==> src/rtl/rss_pkg.sv <==
package rss_pkg;
  localparam int SRC_COUNT = 7;
  localparam int CAUSE_COUNT = SRC_COUNT - 1;
  localparam int BOOT_W = 2;
  localparam int REG_W = 32;
  localparam int SRC_POR = 0;
  localparam int SRC_EXT = 1;
  // Register bit positions (bit 0 = MSB of the word)
  localparam int POS_POR = 0;
  localparam int POS_SW = 14;
  localparam int POS_ERR = 15;
  localparam int POS_WAKE = 16;
  localparam int POS_BOOT = 29;
  localparam int POS_SOFT = 31;

  typedef struct packed {
    logic captureEn;
    logic [SRC_COUNT-1:0] srcSel;
    logic errSetStb;
    logic errClrStb;
    logic softWrEn;
    logic softWrVal;
  } rss_strobe_t;

  // Map a register bit number (MSB-first) to a word index
  function automatic int wordIdx(input int pos);
    return REG_W - 1 - pos;
  endfunction

  // Cause flag k (source k+1) register bit position
  function automatic int causePos(input int k);
    return (k < CAUSE_COUNT - 1) ? k + 1 : POS_SW;
  endfunction
endpackage

==> src/rtl/rss_ctrl.sv <==
module rss_ctrl
  import rss_pkg::*;
(
  input  logic                 ackStrobe,
  input  logic [SRC_COUNT-1:0] srcReq,
  input  logic                 errSet,
  input  logic                 regSel,
  input  logic                 wrEn,
  input  logic [REG_W-1:0]     wrData,
  output rss_strobe_t          stb
);
  logic [SRC_COUNT-1:0] pick;
  logic found;
  logic wrHit;
  logic unusedWr;

  // Fixed priority: lowest index wins
  always_comb begin
    found = 1'b0;
    for (int i = 0; i < SRC_COUNT; i++) begin
      pick[i] = srcReq[i] & ~found;
      found = found | srcReq[i];
    end
  end

  assign wrHit = wrEn & regSel;
  assign unusedWr = ^wrData;

  always_comb begin
    stb.captureEn = ackStrobe & found;
    stb.srcSel    = pick;
    stb.errSetStb = errSet;
    stb.errClrStb = wrHit & wrData[wordIdx(POS_ERR)];
    stb.softWrEn  = wrHit;
    stb.softWrVal = wrData[wordIdx(POS_SOFT)];
  end
endmodule

==> src/rtl/rss_datapath.sv <==
module rss_datapath
  import rss_pkg::*;
(
  input  logic              clk,
  input  logic              porN,
  input  rss_strobe_t       stb,
  input  logic              wakePin,
  input  logic [BOOT_W-1:0] bootPins,
  input  logic              regSel,
  output logic [REG_W-1:0]  rdData
);
  logic porFlag;
  logic [CAUSE_COUNT-1:0] causeFlags;
  logic wakeCfg;
  logic [BOOT_W-1:0] bootCfg;
  logic errFlag;
  logic softBit;
  logic [REG_W-1:0] word;

  always_ff @(posedge clk or negedge porN) begin
    if (!porN) begin
      porFlag    <= 1'b1;
      causeFlags <= '0;
      wakeCfg    <= 1'b0;
      bootCfg    <= '0;
    end else if (stb.captureEn) begin
      if (stb.srcSel[SRC_POR]) porFlag <= 1'b1;
      else if (!stb.srcSel[SRC_EXT]) porFlag <= 1'b0;
      causeFlags <= stb.srcSel[SRC_COUNT-1:1];
      wakeCfg    <= wakePin;
      bootCfg    <= bootPins;
    end
  end

  always_ff @(posedge clk or negedge porN) begin
    if (!porN) begin
      errFlag <= 1'b0;
      softBit <= 1'b0;
    end else begin
      if (stb.errSetStb) errFlag <= 1'b1;
      else if (stb.errClrStb) errFlag <= 1'b0;
      if (stb.softWrEn) softBit <= stb.softWrVal;
    end
  end

  always_comb begin
    word = '0;
    word[wordIdx(POS_POR)] = porFlag;
    for (int k = 0; k < CAUSE_COUNT; k++)
      word[wordIdx(causePos(k))] = causeFlags[k];
    word[wordIdx(POS_ERR)]  = errFlag;
    word[wordIdx(POS_WAKE)] = wakeCfg;
    for (int b = 0; b < BOOT_W; b++)
      word[wordIdx(POS_BOOT + b)] = bootCfg[b];
    word[wordIdx(POS_SOFT)] = softBit;
  end

  assign rdData = regSel ? word : '0;
endmodule

==> src/rtl/reset_cause_reg.sv <==
module reset_cause_reg
  import rss_pkg::*;
(
  input  logic                 clk,
  input  logic                 porN,
  input  logic                 ackStrobe,
  input  logic [SRC_COUNT-1:0] srcReq,
  input  logic                 wakePin,
  input  logic [BOOT_W-1:0]    bootPins,
  input  logic                 errSet,
  input  logic                 regSel,
  input  logic                 wrEn,
  input  logic [REG_W-1:0]     wrData,
  output logic [REG_W-1:0]     rdData
);
  rss_strobe_t stb;

  rss_ctrl u_ctrl (
    .ackStrobe(ackStrobe), .srcReq(srcReq), .errSet(errSet),
    .regSel(regSel), .wrEn(wrEn), .wrData(wrData), .stb(stb)
  );

  rss_datapath u_dp (
    .clk(clk), .porN(porN), .stb(stb), .wakePin(wakePin),
    .bootPins(bootPins), .regSel(regSel), .rdData(rdData)
  );
endmodule

==> config.mk <==
export PLATFORM = sky130hd
export DESIGN_NAME = reset_cause_reg
export DESIGN_NICKNAME = d
export VERILOG_FILES = /design/src/rtl/rss_pkg.sv /design/src/rtl/rss_ctrl.sv /design/src/rtl/rss_datapath.sv /design/src/rtl/reset_cause_reg.sv
export SDC_FILE = /design/constraint.sdc
export NUM_CORES = 1
export LEC_CHECK = 0
export BUFFER_PORTS_ARGS = -buffer_cell sky130_fd_sc_hd__buf_2
export CELL_PAD_IN_SITES_DETAIL_PLACEMENT = 1
export CELL_PAD_IN_SITES_GLOBAL_PLACEMENT = 2
export CORE_MARGIN = 3
export CORE_UTILIZATION = 18
export CTS_CLUSTER_SIZE = 25
export DETAILED_ROUTE_END_ITERATION = 8
export PLACE_DENSITY = 0.83
export SYNTH_ARGS = -nofsm -noshare
export SYNTH_HDL_FRONTEND = slang
export SYNTH_SLANG_ARGS = --single-unit
export TNS_END_PERCENT = 1
==> constraint.sdc <==
create_clock -name clk -period 1.3 [get_ports clk]
set_input_delay 0.065 -clock clk [delete_from_list [all_inputs] [get_ports clk]]
set_output_delay 0.065 -clock clk [all_outputs]
set_load 0.005 [all_outputs]
### After elaboration in Yosys (flattened, before gate mapping)

Index checks and enable logic that the tools add are counted.

| storage, ports and cells | value |
|---|---|
| logic and storage cells | 35 |
| register bits | 12 |

| operators by class | value |
|---|---|
| multiplexer cells | 5 |
| equal/unequal tests | 1 |
| reduce and logical (&&, ||, !) cells | 2 |
| bitwise operators | 21 |

Operator list:

| cell | count |
|---|---|
| 2-to-1 mux 32 bit | 1 |
| AND 1 bit | 9 |
| inverter 1 bit | 6 |
| OR 1 bit | 6 |
| 2-to-1 mux 1 bit | 4 |
| inequality test 2 bit, second input constant | 1 |
| AND reduction 2 bit | 1 |
| nonzero test 2 bit | 1 |

### Depth between registers and ports, before layout

Gate-level depths: netlist of the first run.

| depth | value |
|---|---|
| depth in word-level cells | 8 |
| depth in mapped cells | 4 |
| depth with buffers taken out | 3 |

### Cells and area by module

From an unflattened synthesis of the first run, not the netlist that was laid out.

| second synthesis, totals | value |
|---|---|
| cell total of the unflattened synthesis | 76 |
| area, all modules | 838.3 um^2 |

By module, submodules not included:

| module | seq. area each (um^2) | area each (um^2) | cells each | times used |
|---|---|---|---|---|
| rss_datapath | 301.5 | 720.7 | 61 | 1 |
| rss_ctrl | 0.0 | 117.6 | 15 | 1 |

### Worst setup path before layout of the first run

OpenSTA, ideal clock, no wires.

| timing | value |
|---|---|
| path kind | input-to-reg |
| start point | in srcReq[1] |
| end point | reg u_dp.bootCfg[0] |
| data arrival time | 1,254 ps |
| data required time | 1,175 ps |
| setup slack | -79 ps |
| stages on the path | 4 |
| buffers on the path | 1 |
| cells stage by stage | or4_1 buf_2 o21ai_4 mux2_4 |

| between the ends | value |
|---|---|
| longest elaborated chain between the ends | 7 |

Ends and longest elaborated chain:

| what | line | RTL |
|---|---|---|
| start, declared | reset_cause_reg.sv:7 | `input logic [SRC_COUNT-1:0] srcReq,` |
| OR 1 bit (6 in series) | rss_ctrl.sv:22 | `found = found \| srcReq[i];` |
| AND 1 bit | rss_ctrl.sv:30 | `stb.captureEn = ackStrobe & found;` |
| end signal, assigned | rss_datapath.sv:31 | `bootCfg <= bootPins;` |
| end, declared | rss_datapath.sv:15 | `logic [BOOT_W-1:0] bootCfg;` |

Every way passes these cells.
A chain may end at the register's enable or synchronous reset.

### Final worst setup path of the first run

| timing | value |
|---|---|
| start point | in srcReq[1] |
| end point | reg u_dp.causeFlags[5] |

| between the ends | value |
|---|---|
| longest elaborated chain between the ends | 7 |

Ends and longest elaborated chain:

| what | line | RTL |
|---|---|---|
| OR 1 bit * (5 in series) | rss_ctrl.sv:22 |  |
| OR 1 bit or inverter 1 bit (tied branches) | rss_ctrl.sv:22, rss_ctrl.sv:21 |  |
| AND 1 bit (on tied branches) | rss_ctrl.sv:30, rss_ctrl.sv:21 |  |
| end signal, assigned | rss_datapath.sv:29 | `causeFlags <= stb.srcSel[SRC_COUNT-1:1];` |
| end, declared | rss_datapath.sv:13 | `logic [CAUSE_COUNT-1:0] causeFlags;` |

Mark *: on every way between the ends. The rest lies on a longest branch, timed or not.

==> flow_summary.toml, run 1 <==
[clock_tree]
numCtsBuffers = 3
cts-resized-gates = 0
h-tree-depth = 1
cts-root-buf = "clkbuf_8"
cts_tree = "done"
cts_hold_buf = 1
clk_latency_ns = 0.24
cts_num_sinks = 12
path_clk_slew_ns = 0.05
clockBufferDepth = 2
cts_setup_buffers = 0

[global_route]
grt_use_met3 = 0.02805
grt_usage = 0.07817
grt_pass1_wl_mm = 3.084
use_met2 = 0.1388
grt_start_max_net_pins = 15
grtUsageMet1 = 0.08632
grt_overflow = 0
antenna_found_initial = 0
grt_pass1_vias = 640
busiest_layer = "met2"

[cells_and_area]
antenna_cells = 0
nets = 164
final_area_sq_um = 1011
layout-drive-gt1-share = 0.4087
area_delta_synth_final_pct = 30.32
final_cell_count_no_fill = 165

[floorplan]
die-width_microns = 71.65
ios = 80
core.rowCount = 23
core_area_sq_um = 4086
die_h_microns = 71.65
die-area_sq_um = 5134
start_util = 0.1898

[timing]
min_period_ns = 1.233
tns_ns = 0
fin_worst_skew_ns = 0
worst_hold_slack_ns = 0.01348
maxSlewViolCount = 0
rsz0062_at_grt = "false"
post-route-period-util = 0.9488
setup_viol = 0
fmax_mhz = 810.7
hold_viol = 0

[drt]
viasPerCell = 3.939
drc = 0
ant_nets = 0
routed_wl_mm = 1.941
first_pass_iters = 2
vias = 650
avgRoutedWirePerCell_microns = 11.76
drt_first_iter_violations = 13

[yosys]
synthXorXnorAreaFrac = 0
ys_types = 26
ys_seq_elements = 12
synth_most_common_cell = "buf_4"
synthTopCellsByArea = "dfrtp_1 (35%), buf_4 (19%), and2_1 (9.7%)"
synth_edf_count = 0
synth_flop_cell = "dfrtp_1"
syn_avg_cell_area_sq_um = 10.07
syn-cell-area_sq_um = 775.7
yosys-top-cells-count = "buf_4 (20), and2_1 (12), dfrtp_1 (11)"
synth_top_area_cell = "dfrtp_1"
synth_top_family_by_area = "buffers and inverters"
syn_inst = 77
yosys.area_share.simple = 0.1645
synth_compound_area_frac = 0.1548
async_reset_ff_frac = 1.000
yosys_warnings = 0
synthMuxAreaShare = 0.07258
synth-adder-area-share = 0
ys_seq_area_frac = 0.3887
synth_top_area_frac = 0.3548

[setup_path]
arrival_ns = 1.39
r2r_start = "u_dp.softBit"
r2r_cells = 1
start_kind = "primary input"
r2r_slack_ns = 0.55
end_kind = "register"
crit_type = "primary input to register"
cp_max_fo = 6
cp_data_required_time_ns = 1.45
r2r_end = "u_dp.softBit"
cp-startpoint = "srcReq[1]"

[place]
gp_congestion = 0.7352
place_inst = 160
dpl.hpwl_mm = 1.623
placed_cell_area_sq_um = 955.9
port_buffers = 29

[power]
irDropWorstVdd_mv = 0.2433
total_power_uw = 949.1
cellPowerDensity_nw_per_um2 = 938.8
cellLeakagePower_nw = 0.5196

[hold_path]
hold_depth = 2
min_path_type = "primary input to register"
whs_endpoint = "u_dp.errFlag"
min_from = "errSet"

[outcome]
status = "finished, final reports clean"

[flow_run]
cap_violations = 0
[state kept, by name, indices dropped and copies added, names as in the netlist]
register,flops
u_dp.porFlag,1
u_dp.errFlag,1
u_dp.bootCfg,2
u_dp.softBit,1
u_dp.wakeCfg,1
u_dp.causeFlags,6
[cells in the final DEF (no fill, tap or decap)]
master | netlist | final
buf_2 | 1 | 29
conb_1 | 1 | 20
and2_1 | 12 | 12
dfrtp_1 | 11 | 11
buf_4 | 20 | 8
a32o_1 | 4 | 4
mux2_4 | 3 | 3
clkbuf_8 | 0 | 3
nor2_1 | 2 | 2
o31ai_1 | 2 | 2
nand2_1 | 2 | 2
or3_1 | 2 | 2
a21oi_1 | 2 | 2
or4_4 | 0 | 1
o2bb2ai_1 | 1 | 1
nor3_1 | 1 | 1
o41ai_1 | 1 | 1
o21ai_4 | 1 | 1
inv_1 | 1 | 1
and2b_1 | 1 | 1
o21ai_0 | 1 | 1
a22o_1 | 1 | 1
nand3_1 | 1 | 1
a21o_1 | 1 | 1
mux2_2 | 1 | 1
clkbuf_1 | 2 | 1
dlygate4sd3_1 | 0 | 1
dfstp_2 | 1 | 1
[metal layers]
layer | part of all wire | up-vias
met5 | 0 | -
met4 | 0.0041 | 0
met3 | 0.11 | 2
met2 | 0.47 | 38
met1 | 0.41 | 306
li1 | - | 304
[worst max-delay path, stage by stage]
cell and delay, ns:
buf_2 0.11, or4_4 0.55, buf_4 0.17, or3_1 0.32
a21oi_1 0.17
[kinds of logic after synthesis]
logic type / count (synthesis)
compound gates: 14
other cells: 1
mux: 4
simple gates: 22
buf+inv: 24
flops: 12
[through the flow]
step / util / setup WS [ns]
6_report: 0.2474 / 0.06654
5_1_grt: 0.2474 / 0.01536
4_1_cts: 0.2474 / 0.06528
3_5_place_dp: 0.2339 / -0.1865
3_3_place_gp: 0.2339 / -0.09198
2_1_floorplan: - / -0.04089
[area by class of cell]
type                            instances  area [sq um]
Timing Repair Buffer                   38         215.2
Multi-Input combinational cell         60         382.9
Fill cell                             486          3075
Clock buffer                            4         45.04
Sequential cell                        12         301.5
Inverter                                1         3.754
Tap cell                               50         62.56
[power breakdown]
| part | total [mW] | switching, mW | internal (mW) |
|---|---|---|---|
| Clock | 0.347 | 0.131 | 0.216 |
| Combinational | 0.183 | 0.0891 | 0.0938 |
| Sequential | 0.419 | 0.0145 | 0.405 |
[worst max path at each step]
stage | end | slack [ns] | depth (start not counted)
2_1_floorplan | u_dp.bootCfg[0] | -0.04 | 4
3_3_place_gp | u_dp.causeFlags[5] | -0.09 | 5
3_5_place_dp | u_dp.causeFlags[5] | -0.19 | 5
4_1_cts | u_dp.causeFlags[5] | 0.07 | 5
5_1_grt | u_dp.causeFlags[5] | 0.02 | 5
6_report | u_dp.causeFlags[5] | 0.07 | 5
(Power assumes the default switching activity.)
==> run 2, diff against run 1 <==
--- a/config.mk
+++ b/config.mk
@@ -5,15 +5,16 @@
 export SDC_FILE = /design/constraint.sdc
 export NUM_CORES = 1
 export LEC_CHECK = 0
-export BUFFER_PORTS_ARGS = -buffer_cell sky130_fd_sc_hd__buf_2
+export BUFFER_PORTS_ARGS = -buffer_cell sky130_fd_sc_hd__clkbuf_2
 export CELL_PAD_IN_SITES_DETAIL_PLACEMENT = 1
 export CELL_PAD_IN_SITES_GLOBAL_PLACEMENT = 2
-export CORE_MARGIN = 3
-export CORE_UTILIZATION = 18
+export CORE_MARGIN = 2
+export CORE_UTILIZATION = 20
 export CTS_CLUSTER_SIZE = 25
 export DETAILED_ROUTE_END_ITERATION = 8
-export PLACE_DENSITY = 0.83
+export PLACE_DENSITY = 0.85
 export SYNTH_ARGS = -nofsm -noshare
 export SYNTH_HDL_FRONTEND = slang
+export SYNTH_HIERARCHICAL = 1
 export SYNTH_SLANG_ARGS = --single-unit
 export TNS_END_PERCENT = 1
==> run 2 against run 1 <==
The flow now finishes with violations (setup timing). Global-route usage fell by 0.42 points. Sequential cell count stayed put. Sequential share of layout area down 0.90 points. Fmax down 11%. Worst setup slack got worse by 0.16 ns. First-iteration DRC count is 69% lower. Worst hold slack improved by 0.0050 ns. Largest cell class unchanged. Largest power group unchanged.
==> flow_summary.toml, run 2 <==
[outcome]
status = "finished, violations left"
violations = "setup timing"

[hold_path]
min_from = "errSet"
hold_depth = 2
min_path_type = "primary input to register"

[setup_path]
crit_type = "primary input to register"
end_kind = "register"
r2r_slack_ns = 0.53
cp_data_required_time_ns = 1.42
cp_max_fo = 11
r2r_start = "u_dp/causeFlags[1]"
start_kind = "primary input"
r2r_cells = 1
arrival_ns = 1.51
cp-startpoint = "srcReq[1]"

[cells_and_area]
largest_reg_flops = 6
multi_input_area_sq_um = 404.1
seq_area_sq_um = 301.5
antenna_cells = 0
fin_util = 0.2587
mostFrequentLayoutCell = "clkbuf_2"
final_cell_mix = "clkbuf_2 (28), conb_1 (20), and2_1 (13)"
reg.largest.list = "u_dp/causeFlags x6, u_dp/bootCfg x2"
area_delta_synth_final_pct = 24.33
fillCellCount = 480
largest-register = "u_dp/causeFlags"
layout-drive-gt1-share = 0.4815
nets = 157

[yosys]
synth_top_family_by_area = "buffers and inverters"
syn_inst = 76
yosys.area_share.simple = 0.1836
ys_seq_elements = 12
ys_types = 21
synthXorXnorAreaFrac = 0
async_reset_ff_frac = 1.000
synth_edf_count = 0
synth_flop_cell = "dfrtp_1"
synth_top_area_frac = 0.3284
synth_compound_area_frac = 0.03433
syn-cell-area_sq_um = 838.3
yosys_warnings = 6
syn_avg_cell_area_sq_um = 11.03
ys_seq_area_frac = 0.3597
synthTopCellsByArea = "dfrtp_1 (33%), buf_4 (21%), mux2_4 (16%)"
yosys-top-cells-count = "buf_4 (24), and2_1 (13), dfrtp_1 (11)"
synth_most_common_cell = "buf_4"
synthMuxAreaShare = 0.1746
synth_top_area_cell = "dfrtp_1"
synth-adder-area-share = 0

[drt]
drt_first_iter_violations = 4
avgRoutedWirePerCell_microns = 10.86
vias = 565
ant_nets = 0
routed_wl_mm = 1.716
drc = 0
first_pass_iters = 2
viasPerCell = 3.576

[floorplan]
die_h_microns = 68.74
ios = 80
core.rowCount = 23
core_area_sq_um = 4029
die-area_sq_um = 4725
start_util = 0.2081
die-width_microns = 68.74

[place]
dpl.hpwl_mm = 1.457
port_buffers = 29
gp_congestion = 0.6416

[timing]
fmax_mhz = 718.6
setup_viol = 10
maxSlewViolCount = 0
min_period_ns = 1.392
post-route-period-util = 1.071
fin_worst_skew_ns = 0
worst_hold_slack_ns = 0.01852
rsz0062_at_grt = "true"
fin_ws_ns = -0.09166
hold_viol = 0

[global_route]
grt_overflow = 0
grt_start_max_net_pins = 15
grt_usage = 0.07402
grt_pass1_wl_mm = 2.484
grt_pass1_vias = 569
antenna_found_initial = 0

[clock_tree]
clockBufferDepth = 2
numCtsBuffers = 3
cts_setup_buffers = 0
path_clk_slew_ns = 0.05
clk_latency_ns = 0.23
cts_tree = "done"
h-tree-depth = 1
cts-root-buf = "clkbuf_8"
cts_num_sinks = 12

[flow_run]
cap_violations = 0

[power]
total_power_uw = 986.8
cellLeakagePower_nw = 0.5488
irDropWorstVdd_mv = 0.2825
cellPowerDensity_nw_per_um2 = 946.8
-- run 2: stage by stage --
| step | cell area [sq um] | instances | TNS [ns] | setup WS (ns) |
|---|---|---|---|---|
| after CTS | 1036 | 158 | -0.8242 | -0.09566 |
| after global placement | 970.9 | 153 | -3.082 | -0.3173 |
| after floorplan | 909.6 | 95 | -2.144 | -0.2229 |
| after global routing | 1042 | 158 | -0.9201 | -0.1048 |
| after detailed placement | 970.9 | 153 | -3.373 | -0.3500 |
| final | 1042 | 158 | -0.7824 | -0.09166 |
-- run 2: worst paths after layout --
check | to
worst min register to register | u_dp/errFlag
max in group asynchronous | u_dp/porFlag
worst max register to register | u_dp/causeFlags[1]
min in group asynchronous | u_dp/bootCfg[1]
worst min-delay path | u_dp/errFlag
worst max-delay path | u_dp/causeFlags[3]
-- run 2: cells by family (layout without fill, tap and decap cells) --
| kind of cell | count (synthesis) | count (layout) |
|---|---|---|
| mux | 10 | 10 |
| flops | 12 | 12 |
| buf+inv | 28 | 41 |
| simple gates | 22 | 22 |
| compound gates | 3 | 3 |
| other cells | 1 | 20 |
-- run 2: where the power goes --
part / leakage (nW) / internal [mW] / switching [mW] / total (mW)
logic: 0.371 / 0.0997 / 0.0768 / 0.177
clock network: 0.0288 / 0.266 / 0.125 / 0.391
registers: 0.149 / 0.403 / 0.0156 / 0.419
-- run 2: area by class of cell --
type	count	share of cell area
sequential	12	0.2893
inverter	2	0.007203
multi-input combinational	55	0.3878
tap	50	0.06002
clock buffer	4	0.05282
timing repair buffer	35	0.2029
-- run 2: repair_timing --
item | CTS | global route
hold buffers | 1 | 0
gates resized for setup | 0 | 1
hold endpoints to repair | 12 | 0
endpoints found under the setup margin | 10 | 10
-- run 2: worst max-delay path: stages --
cell	delay (ns)
buf_6	0.09
or4_4	0.52
o41a_1	0.37
buf_12	0.17
mux2_4	0.29
-- run 2: layer usage --
layer | wire [microns] | part of all wire | vias to the layer above | global-route usage
met3 | 109 | 0.064 | 0 | 0.009740
li1 | - | - | 272 | -
met2 | 850 | 0.50 | 32 | 0.1274
met1 | 756 | 0.44 | 261 | 0.08127
met4 | 0 | 0 | 0 | 0.05882
met5 | 0 | 0 | - | 0
